==> src/rtl/spim_pkg.sv <==
package spim_pkg;

    localparam int ADDR_W = 12;

    localparam logic [ADDR_W-1:0] OFF_IEN  = 12'h010;
    localparam logic [ADDR_W-1:0] OFF_ISTS = 12'h014;
    localparam logic [ADDR_W-1:0] OFF_FCTL = 12'h018;
    localparam logic [ADDR_W-1:0] OFF_FSTS = 12'h01C;
    localparam logic [ADDR_W-1:0] OFF_TXD  = 12'h200;
    localparam logic [ADDR_W-1:0] OFF_RXD  = 12'h300;

    localparam int BIT_DONE  = 12;
    localparam int BIT_LOSS  = 8;
    localparam int BIT_RXCLR = 15;
    localparam int BIT_TXCLR = 31;
    localparam int TXCNT_LSB = 16;

    typedef struct packed {
        logic en_done;
        logic en_loss;
        logic pend_done;
        logic pend_loss;
    } irq_state_t;

    typedef struct packed {
        logic rx_clr;
        logic tx_clr;
    } clr_state_t;

endpackage

==> src/rtl/spim_byte_fifo.sv <==
module spim_byte_fifo #(
    parameter int DEPTH  = 64,
    parameter int DATA_W = 8,
    localparam int PTR_W = $clog2(DEPTH),
    localparam int CNT_W = $clog2(DEPTH + 1)
) (
    input  logic              clk,
    input  logic              rst_n,
    input  logic              flush,
    input  logic              push,
    input  logic [DATA_W-1:0] din,
    input  logic              pop,
    output logic [DATA_W-1:0] dout,
    output logic [CNT_W-1:0]  count,
    output logic              full,
    output logic              empty,
    output logic              drop
);

    typedef struct packed {
        logic [PTR_W-1:0] rd;
        logic [PTR_W-1:0] wr;
        logic [CNT_W-1:0] cnt;
    } ptr_state_t;

    ptr_state_t st_d, st_q;
    logic [DATA_W-1:0] mem [DEPTH];
    logic do_push, do_pop;

    always_comb begin
        st_d    = st_q;
        do_pop  = pop && (st_q.cnt != '0) && !flush;
        do_push = push && !flush && ((st_q.cnt != CNT_W'(DEPTH)) || do_pop);
        if (flush) begin
            st_d = '0;
        end else begin
            if (do_pop)  st_d.rd = st_q.rd + PTR_W'(1);
            if (do_push) st_d.wr = st_q.wr + PTR_W'(1);
            st_d.cnt = st_q.cnt + CNT_W'(do_push) - CNT_W'(do_pop);
        end
    end

    always_ff @(posedge clk or negedge rst_n) begin
        if (!rst_n) st_q <= '0;
        else        st_q <= st_d;
    end

    always_ff @(posedge clk) begin
        if (do_push) mem[st_q.wr] <= din;
    end

    assign empty = (st_q.cnt == '0);
    assign full  = (st_q.cnt == CNT_W'(DEPTH));
    assign count = st_q.cnt;
    assign dout  = empty ? '0 : mem[st_q.rd];
    assign drop  = push && !flush && !do_push;

    p_cnt_bound_r2: assert property (@(posedge clk) disable iff (!rst_n)
        st_q.cnt <= CNT_W'(DEPTH));

    p_empty_pop_r9: assert property (@(posedge clk) disable iff (!rst_n)
        (pop && empty && !push) |=> (count == '0));

    p_flush_empty_r8: assert property (@(posedge clk) disable iff (!rst_n)
        flush |=> empty);

endmodule

==> src/rtl/spim_irq_ctl.sv <==
module spim_irq_ctl
    import spim_pkg::*;
(
    input  logic clk,
    input  logic rst_n,
    input  logic en_we,
    input  logic pend_we,
    input  logic wd_done,
    input  logic wd_loss,
    input  logic ev_done,
    input  logic ev_loss,
    output logic en_done,
    output logic en_loss,
    output logic pend_done,
    output logic pend_loss,
    output logic irq
);

    irq_state_t st_d, st_q;

    always_comb begin
        st_d = st_q;
        if (en_we) begin
            st_d.en_done = wd_done;
            st_d.en_loss = wd_loss;
        end
        if (pend_we && wd_done) st_d.pend_done = 1'b0;
        if (pend_we && wd_loss) st_d.pend_loss = 1'b0;
        if (ev_done) st_d.pend_done = 1'b1;
        if (ev_loss) st_d.pend_loss = 1'b1;
    end

    always_ff @(posedge clk or negedge rst_n) begin
        if (!rst_n) st_q <= '0;
        else        st_q <= st_d;
    end

    assign en_done   = st_q.en_done;
    assign en_loss   = st_q.en_loss;
    assign pend_done = st_q.pend_done;
    assign pend_loss = st_q.pend_loss;
    assign irq       = (st_q.pend_done && st_q.en_done) || (st_q.pend_loss && st_q.en_loss);

    p_done_set_r5: assert property (@(posedge clk) disable iff (!rst_n)
        ev_done |=> pend_done);

    p_loss_set_r4: assert property (@(posedge clk) disable iff (!rst_n)
        ev_loss |=> pend_loss);

    p_w1c_r6: assert property (@(posedge clk) disable iff (!rst_n)
        (pend_we && wd_done && !ev_done) |=> !pend_done);

    p_irq_rise_r7: assert property (@(posedge clk) disable iff (!rst_n)
        (ev_done && en_done && !en_we) |=> irq);

endmodule

==> src/rtl/spim_fifo_regs.sv <==
module spim_fifo_regs
    import spim_pkg::*;
#(
    parameter int DEPTH  = 64,
    parameter int DATA_W = 8,
    localparam int CNT_W = $clog2(DEPTH + 1)
) (
    input  logic              clk,
    input  logic              rst_n,
    input  logic [11:0]       bus_addr,
    input  logic              bus_wr,
    input  logic              bus_rd,
    input  logic [31:0]       bus_wdata,
    output logic [31:0]       bus_rdata,
    input  logic              eng_tx_pop,
    output logic [DATA_W-1:0] eng_tx_byte,
    output logic              eng_tx_empty,
    input  logic              eng_rx_push,
    input  logic [DATA_W-1:0] eng_rx_byte,
    input  logic              eng_done,
    output logic              irq
);

    clr_state_t clr_d, clr_q;

    logic             tx_push, host_pop;
    logic [CNT_W-1:0] tx_cnt, rx_cnt;
    logic             tx_full, rx_full, rx_empty, tx_drop, rx_drop;
    logic [DATA_W-1:0] rx_head;
    logic             en_done, en_loss, pend_done, pend_loss;
    logic             unused_wdata;

    assign tx_push  = bus_wr && (bus_addr == OFF_TXD);
    assign host_pop = bus_rd && (bus_addr == OFF_RXD);
    assign unused_wdata = ^bus_wdata;

    always_comb begin
        clr_d        = '0;
        if (bus_wr && (bus_addr == OFF_FCTL)) begin
            clr_d.rx_clr = bus_wdata[BIT_RXCLR];
            clr_d.tx_clr = bus_wdata[BIT_TXCLR];
        end
    end

    always_ff @(posedge clk or negedge rst_n) begin
        if (!rst_n) clr_q <= '0;
        else        clr_q <= clr_d;
    end

    spim_byte_fifo #(.DEPTH(DEPTH), .DATA_W(DATA_W)) u_txq (
        .clk   (clk),
        .rst_n (rst_n),
        .flush (clr_q.tx_clr),
        .push  (tx_push),
        .din   (bus_wdata[DATA_W-1:0]),
        .pop   (eng_tx_pop),
        .dout  (eng_tx_byte),
        .count (tx_cnt),
        .full  (tx_full),
        .empty (eng_tx_empty),
        .drop  (tx_drop)
    );

    spim_byte_fifo #(.DEPTH(DEPTH), .DATA_W(DATA_W)) u_rxq (
        .clk   (clk),
        .rst_n (rst_n),
        .flush (clr_q.rx_clr),
        .push  (eng_rx_push),
        .din   (eng_rx_byte),
        .pop   (host_pop),
        .dout  (rx_head),
        .count (rx_cnt),
        .full  (rx_full),
        .empty (rx_empty),
        .drop  (rx_drop)
    );

    spim_irq_ctl u_irq (
        .clk       (clk),
        .rst_n     (rst_n),
        .en_we     (bus_wr && (bus_addr == OFF_IEN)),
        .pend_we   (bus_wr && (bus_addr == OFF_ISTS)),
        .wd_done   (bus_wdata[BIT_DONE]),
        .wd_loss   (bus_wdata[BIT_LOSS]),
        .ev_done   (eng_done),
        .ev_loss   (rx_drop),
        .en_done   (en_done),
        .en_loss   (en_loss),
        .pend_done (pend_done),
        .pend_loss (pend_loss),
        .irq       (irq)
    );

    always_comb begin
        bus_rdata = '0;
        if (bus_rd) begin
            case (bus_addr)
                OFF_IEN: begin
                    bus_rdata[BIT_DONE] = en_done;
                    bus_rdata[BIT_LOSS] = en_loss;
                end
                OFF_ISTS: begin
                    bus_rdata[BIT_DONE] = pend_done;
                    bus_rdata[BIT_LOSS] = pend_loss;
                end
                OFF_FCTL: begin
                    bus_rdata[BIT_RXCLR] = clr_q.rx_clr;
                    bus_rdata[BIT_TXCLR] = clr_q.tx_clr;
                end
                OFF_FSTS: begin
                    bus_rdata[CNT_W-1:0]              = rx_cnt;
                    bus_rdata[TXCNT_LSB +: CNT_W]     = tx_cnt;
                end
                OFF_RXD:  bus_rdata[DATA_W-1:0] = rx_head;
                default:  bus_rdata = '0;
            endcase
        end
    end

    p_rx_loss_r4: assert property (@(posedge clk) disable iff (!rst_n)
        (eng_rx_push && rx_full && !host_pop && !clr_q.rx_clr) |=> pend_loss);

    p_clr_selfclear_r8: assert property (@(posedge clk) disable iff (!rst_n)
        clr_q.rx_clr |=> !clr_q.rx_clr);

    p_tx_full_hold_r10: assert property (@(posedge clk) disable iff (!rst_n)
        (tx_drop && !eng_tx_pop) |=> tx_full);

    p_rx_empty_read_r9: assert property (@(posedge clk) disable iff (!rst_n)
        (host_pop && rx_empty && !eng_rx_push) |=> rx_empty);

endmodule

==> config.mk <==
export PLATFORM = sky130hd
export DESIGN_NAME = spim_fifo_regs
export DESIGN_NICKNAME = d
export VERILOG_FILES = /design/src/rtl/spim_pkg.sv /design/src/rtl/spim_byte_fifo.sv /design/src/rtl/spim_irq_ctl.sv /design/src/rtl/spim_fifo_regs.sv
export SDC_FILE = /design/constraint.sdc
export NUM_CORES = 1
export LEC_CHECK = 0
export ABC_AREA = 1
export BUFFER_PORTS_ARGS = -buffer_cell sky130_fd_sc_hd__buf_2
export CORE_MARGIN = 2
export CORE_UTILIZATION = 60
export CTS_CLUSTER_DIAMETER = 200
export DETAILED_ROUTE_END_ITERATION = 10
export PLACE_DENSITY = 0.83
export SLEW_MARGIN = 20
export SYNTH_ARGS = -nofsm -noshare
export SYNTH_HDL_FRONTEND = slang
export SYNTH_SLANG_ARGS = --single-unit
==> constraint.sdc <==
create_clock -name clk -period 8.4 [get_ports clk]
set_input_delay 1.68 -clock clk [delete_from_list [all_inputs] [get_ports clk]]
set_output_delay 1.68 -clock clk [all_outputs]
set_load 0.05 [all_outputs]
# Word level (Yosys, flattened, before mapping)
# Memory sizes are Yosys's and may differ from the RTL's.
# Index checks and enable logic that the tools add are counted.
dict set report classes {
  n_eq_ne 8
  n_mux 25
  n_addsub 8
  n_reduce_logical 34
}
# op count
set ops {}
lappend ops {{12-bit by 5-bit == test with 1-bit output, second input constant} 4}
lappend ops {{19-bit two-way mux} 2}
lappend ops {{32-bit two-way mux} 1}
lappend ops {{6-bit by 1-bit adder with 6-bit output, second input constant} 4}
lappend ops {{12-bit by 10-bit == test with 1-bit output, second input constant} 2}
lappend ops {{6-bit two-way mux} 4}
lappend ops {{1-bit logical AND} 18}
lappend ops {{8-bit two-way mux} 2}
lappend ops {{7-bit by 1-bit adder with 7-bit output} 2}
lappend ops {{7-bit zero test} 2}
lappend ops {{7-bit inequality test, second input constant} 2}
lappend ops {{7-bit case mux with 2 select lines} 1}
lappend ops {{7-bit nonzero test} 2}
lappend ops {{7-bit by 1-bit subtractor with 7-bit output} 2}
lappend ops {{2-bit nonzero test} 6}
lappend ops {{1-bit two-way mux} 11}
lappend ops {{7-bit two-way mux} 1}
lappend ops {{1-bit case mux with 2 select lines} 2}
lappend ops {{1-bit zero test} 3}
lappend ops {{1-bit logical OR} 3}
lappend ops {{2-bit two-way mux} 1}
dict set report totals {
  wordCells 89
  reg_bits 44
  mem_count 2
  inputBits 59
  out_inout_bits 42
  mem_bits_rw 1024
}
# memory words width read_ports rd_ports_with_merged_regs wr line_no
set mem_list {}
lappend mem_list {u_rxq.mem 64 8 1 0 1 spim_byte_fifo.sv:27} ;# logic [DATA_W-1:0] mem [DEPTH];
lappend mem_list {u_txq.mem 64 8 1 0 1 spim_byte_fifo.sv:27}

# Longest topological paths before layout
dict set report depth {
  ltp_word 9
  mapped_depth 23
}

# Cells and area by module
# From an unflattened synthesis, not the netlist that was laid out.
dict set report unflattened {
  cells_unflattened 4036
  hier_area_um2 45198.3
}
# module area_each_um2 n_inst cells_each
set by_module_without_submodules {}
lappend by_module_without_submodules {{spim_byte_fifo at u_rxq} 22335.2 1 1937}
lappend by_module_without_submodules {{spim_byte_fifo at u_txq} 22097.4 1 1976}
lappend by_module_without_submodules {spim_fifo_regs 599.3 1 102}
lappend by_module_without_submodules {spim_irq_ctl 166.4 1 21}

# Worst setup path after synthesis
# No wires, ideal clock.
dict set report synth_timing {
  path_type {in2out}
  from {in bus_addr[11]}
  to {out bus_rdata[7]}
  arrival_time_ns 3.194
  n_path_buf 0
  stages 7
  slack_ns 3.526
  path_cell_list {nor2_1 nand2_1 nor3_2 nand2_1 nor2_2 inv_1 a21oi_1}
}
dict set report synth_via {
  elab_chain_cells 3
}
# item line_no
set synth_lines {}
lappend synth_lines {{start, declared} spim_fifo_regs.sv:10} ;# input logic [11:0] bus_addr,
lappend synth_lines {{12-bit by 10-bit == test with 1-bit output} spim_fifo_regs.sv:97} ;# case (bus_addr)
lappend synth_lines {{1-bit two-way mux} spim_fifo_regs.sv:97}
lappend synth_lines {{32-bit two-way mux} spim_fifo_regs.sv:96} ;# if (bus_rd) begin
lappend synth_lines {{end, declared} spim_fifo_regs.sv:14} ;# output logic [31:0] bus_rdata,
# Every way passes these cells.

# Worst setup path after layout
dict set report layout_timing {
  from {reg u_txq.st_q[13] in the netlist's numbering}
  to {out eng_tx_byte[0]}
}
dict set report layout_via {
  elab_chain_cells 2
}
# item line_no
set layout_lines {}
lappend layout_lines {{start, declared} spim_byte_fifo.sv:26} ;# ptr_state_t st_d, st_q;
lappend layout_lines {{start signal, assigned} spim_byte_fifo.sv:45} ;# else st_q <= st_d;
lappend layout_lines {{memory read 64 x 8 bit} -}
lappend layout_lines {{8-bit two-way mux} spim_byte_fifo.sv:55} ;# assign dout = empty ? '0 : mem[st_q.rd];
lappend layout_lines {{end, declared} spim_fifo_regs.sv:16} ;# output logic [DATA_W-1:0] eng_tx_byte,
# Every way passes these cells.

==> metrics.log <==
[metrics] RSZ-0062 raised after global routing: no
[metrics] Worst Hold Class: reg -> reg
[metrics] startpoint type of the worst setup path: flip-flop
[metrics] floorplan die area: 76,500 sq um
[metrics] CTS-repair resized insts: 0
[metrics] TritonCTS Buffers: 102
[metrics] power density over the cells: approximately 280 nW/um^2
[metrics] Simple-Gate Fraction of Synth Area: 19.7%
[metrics] Tcrit/Tclk final: 74.3%
[metrics] Mapped Avg Cell Area: between 10 and 15 sq um
[metrics] vias in the first global route: slightly below 30,000
[metrics] buffer type at the clock tree root: clkbuf_16
[metrics] vias per cell: 6.25
[metrics] clock latency reported for the late side of the worst-skew pair: 0.69 ns
[metrics] Inst Count DP: 4,754
[metrics] depth of the worst register-to-register path: 7
[metrics] critical path class: reg -> out
[metrics] worst vdd rail ir drop: 0.207 mV
[metrics] Reg-to-Reg End: u_txq.mem[40][2]
[metrics] final sum of negative setup slack: 0 ns
[metrics] main combinational cell family by area after synthesis: simple AND/OR/NAND/NOR gates
[metrics] met2 WL: 51.6 mm
[metrics] routed length on met1: between 30 and 40 mm
[metrics] clock sinks: 1,068
[metrics] worst setup path start: u_txq.st_q[13]
[metrics] wire length of the first global-routing pass: 166 mm
[metrics] synth-to-layout area growth: 9.29%
[metrics] final routed DRC violation total: 0
[metrics] Worst Tran Pin Value: 1.15 ns
[metrics] chip width: 277 um
[metrics] data arrival at the endpoint of the critical path: 4.56 ns
[metrics] area fraction of the dominant cell type after synthesis: 69.0%
[metrics] number of antenna violations at the first check in global routing: 1
[metrics] area inside the core boundary: between 70,000 and 80,000 sq um
[metrics] critical register-to-register path startpoint: clr_q[0]
[metrics] mux contribution to synthesized area: 0%
[metrics] number of hold buffers added after cts: 0
[metrics] number of setup violations in the final report: 0
[metrics] maximum clock insertion buffer count: 3
[metrics] clock tree skew after final layout: 0.0251 ns
[metrics] Post-CTS Setup Bufs: 0
[metrics] maximum clock frequency: 160 MHz
[metrics] number of library cell types mapped by synthesis: 37
[metrics] Reg2Reg Setup Slack: 4.28 ns
[metrics] capturing instance or port of the critical path: eng_tx_byte[0]
[metrics] grt total ovfl: 0
[metrics] global-route total usage across every layer: between 20 and 30%
[metrics] post-synthesis instance total: 3,920
[metrics] TritonCTS clock tree: yes
[metrics] length of the first detailed-routing pass in iterations: 6
[metrics] Port Buf Inserts: 67
[metrics] part of the Yosys area used for sequential elements: 71.4%
[metrics] XOR/XNOR Fraction of Synth Area: 0.137%
[metrics] element type at the critical path end: output port
[metrics] number of hold violations in the final report: 0
[metrics] depth of the CTS H-tree: 3
[metrics] area share of fa/ha/maj cells after synthesis: 0.707%
[metrics] Fin Hold WS: 0.477 ns
[metrics] outcome: finished clean
[metrics] uppermost layer routed: met5
[metrics] Via Count: between 30,000 and 40,000
[metrics] max-capacitance violation count: 0
[metrics] Antenna Nets Post-Route: 0
[metrics] largest driver fanout on the critical path: 122
[metrics] area fraction in compound gates after synthesis: 4.60%
[metrics] routability cong.: 0.942
[metrics] initial standard-cell utilization of the core: 60.8%
[metrics] io pins: 101
[metrics] number of diodes added for antenna fixing: 0
[metrics] number of max-slew violations in the final report: 0
[metrics] Synth area leaders: edfxtp_1, nand2_1, nand3_1, nor2_1, dfrtp_1
[metrics] largest net degree at the start of global routing: 209
[metrics] cell area after synthesis: about 45,000 sq um
[metrics] number of DRC markers after the initial detailed-route iteration: approximately 4,400
[metrics] headroom to the max-slew limit: 22.8%
[metrics] WL met3: 13.6 mm
[metrics] number of nets at the end of the flow: approximately 4,000
[metrics] leading cell type in the layout, fill and taps excluded: edfxtp_1
[metrics] HPWL Detailed: around 59 mm
[metrics] Static Leakage: 17.4 nW
[metrics] time the worst path needs with I/O delays and setup: between 6 and 7 ns
[metrics] commonest cells after routing, fill and taps aside: edfxtp_1, nand2_1, nand3_1
[metrics] final routed wirelength across all metal layers: around 110 mm
[metrics] number of rows created at floorplan: around 100
[metrics] clock transition at the registers of the reported paths: 0.07 ns
[metrics] yosys warns: 0
[metrics] number of flip-flops and latches in the synthesized netlist: 1,068
[metrics] cell taking the most area after synthesis: edfxtp_1
[metrics] filler-free cell count of the finished design: about 5,000
[metrics] average wire per standard cell: 22.0 um
[metrics] vertical die dimension: 277 um
[metrics] data required time at the worst endpoint: about 6.7 ns
[metrics] share of layout cells above drive strength 1: ~6.9%
==> final cells by class <==
type / count / area, sq um
clock inverters: 58 / 721
inverters: 93 / 362
repair buffers: 97 / 611
fillers: 4885 / 24600
well taps: 959 / 1200
flip-flops and latches: 1068 / 31900
multi-input cells: 2537 / 11300
clock buffers: 133 / 2720
==> synth_stat cells, drive strengths merged <==
cell,count
inv,86
o22ai,4
clkinv,7
nand4,9
nor3b,3
o211ai,54
a21o,1
or2,1
o21bai,1
o21ai,259
clkbuf,88
a21boi,2
buf,146
nand2,978
fa,2
xor2,4
xnor2,3
nor3,12
conb,1
nor2,545
ha,22
dfrtp,44
a21oi,59
nand3b,2
nand3,563
edfxtp,1024
==> power by group <==
part,internal [mW],switching [mW]
registers,5.98,0.142
logic,0.686,1.93
clock network,2.70,2.00
==> state kept, by name, summed over array words and instances (netlist names), 2 cells and up <==
register / flops
u_rxq.st_q: 12
u_rxq.count: 7
u_rxq.mem: 512
u_txq.mem: 512
u_txq.count: 7
clr_q: 2
u_txq.st_q: 12
==> kinds of logic after synthesis <==
logic type	Yosys count
AOI/OAI and AO/OA	380
buffers and inverters	327
DFF	1068
adders and majority gates	24
and+or+nand+nor	2113
xor gates and xnor gates	7
other	1
==> worst min-delay path by stage <==
| stage | slack (ns) | start | depth (start not counted) | end |
|---|---|---|---|---|
| floorplan | 0.42 | clr_q[0] | 1 | u_txq.count[0] |
| global placement | 0.45 | clr_q[0] | 1 | u_txq.count[1] |
| detailed placement | 0.46 | clr_q[0] | 1 | u_txq.count[0] |
| CTS | 0.47 | clr_q[0] | 1 | u_txq.count[0] |
| global route | 0.50 | clr_q[0] | 1 | u_txq.count[0] |
| finish | 0.48 | clr_q[0] | 1 | u_txq.count[0] |
==> critical path: stages, from the launching register on <==
cell and delay [ns]:
dfrtp_4 0.77, inv_6 0.68, buf_4 0.68, o21ai_0 0.17, o21ai_0 0.33, a21oi_1 0.19
nand2_1 0.21, nand3_1 0.10, a21oi_1 0.34, buf_2 0.34
==> per-stage QoR <==
stage	power [mW]	worst slack, ns	cell area [sq um]	utilization [%]
after global placement	8.62	3.07	45300	61.8
after CTS	13.4	2.27	48700	66.4
final	13.4	2.16	48700	66.5
after floorplan	7.92	3.53	44600	-
after global routing	13.8	1.97	48700	66.5
after detailed placement	8.73	3.01	45300	61.8
==> per-layer routing <==
| layer | up-vias | global-route usage, % |
|---|---|---|
| met4 | 2 | 11.1 |
| li1 | 13608 | - |
| met1 | 14731 | 37.5 |
| met3 | 323 | 5.95 |
| met5 | - | 0 |
| met2 | 2256 | 44.9 |
Note: power is estimated with default switching activity, not from simulation.
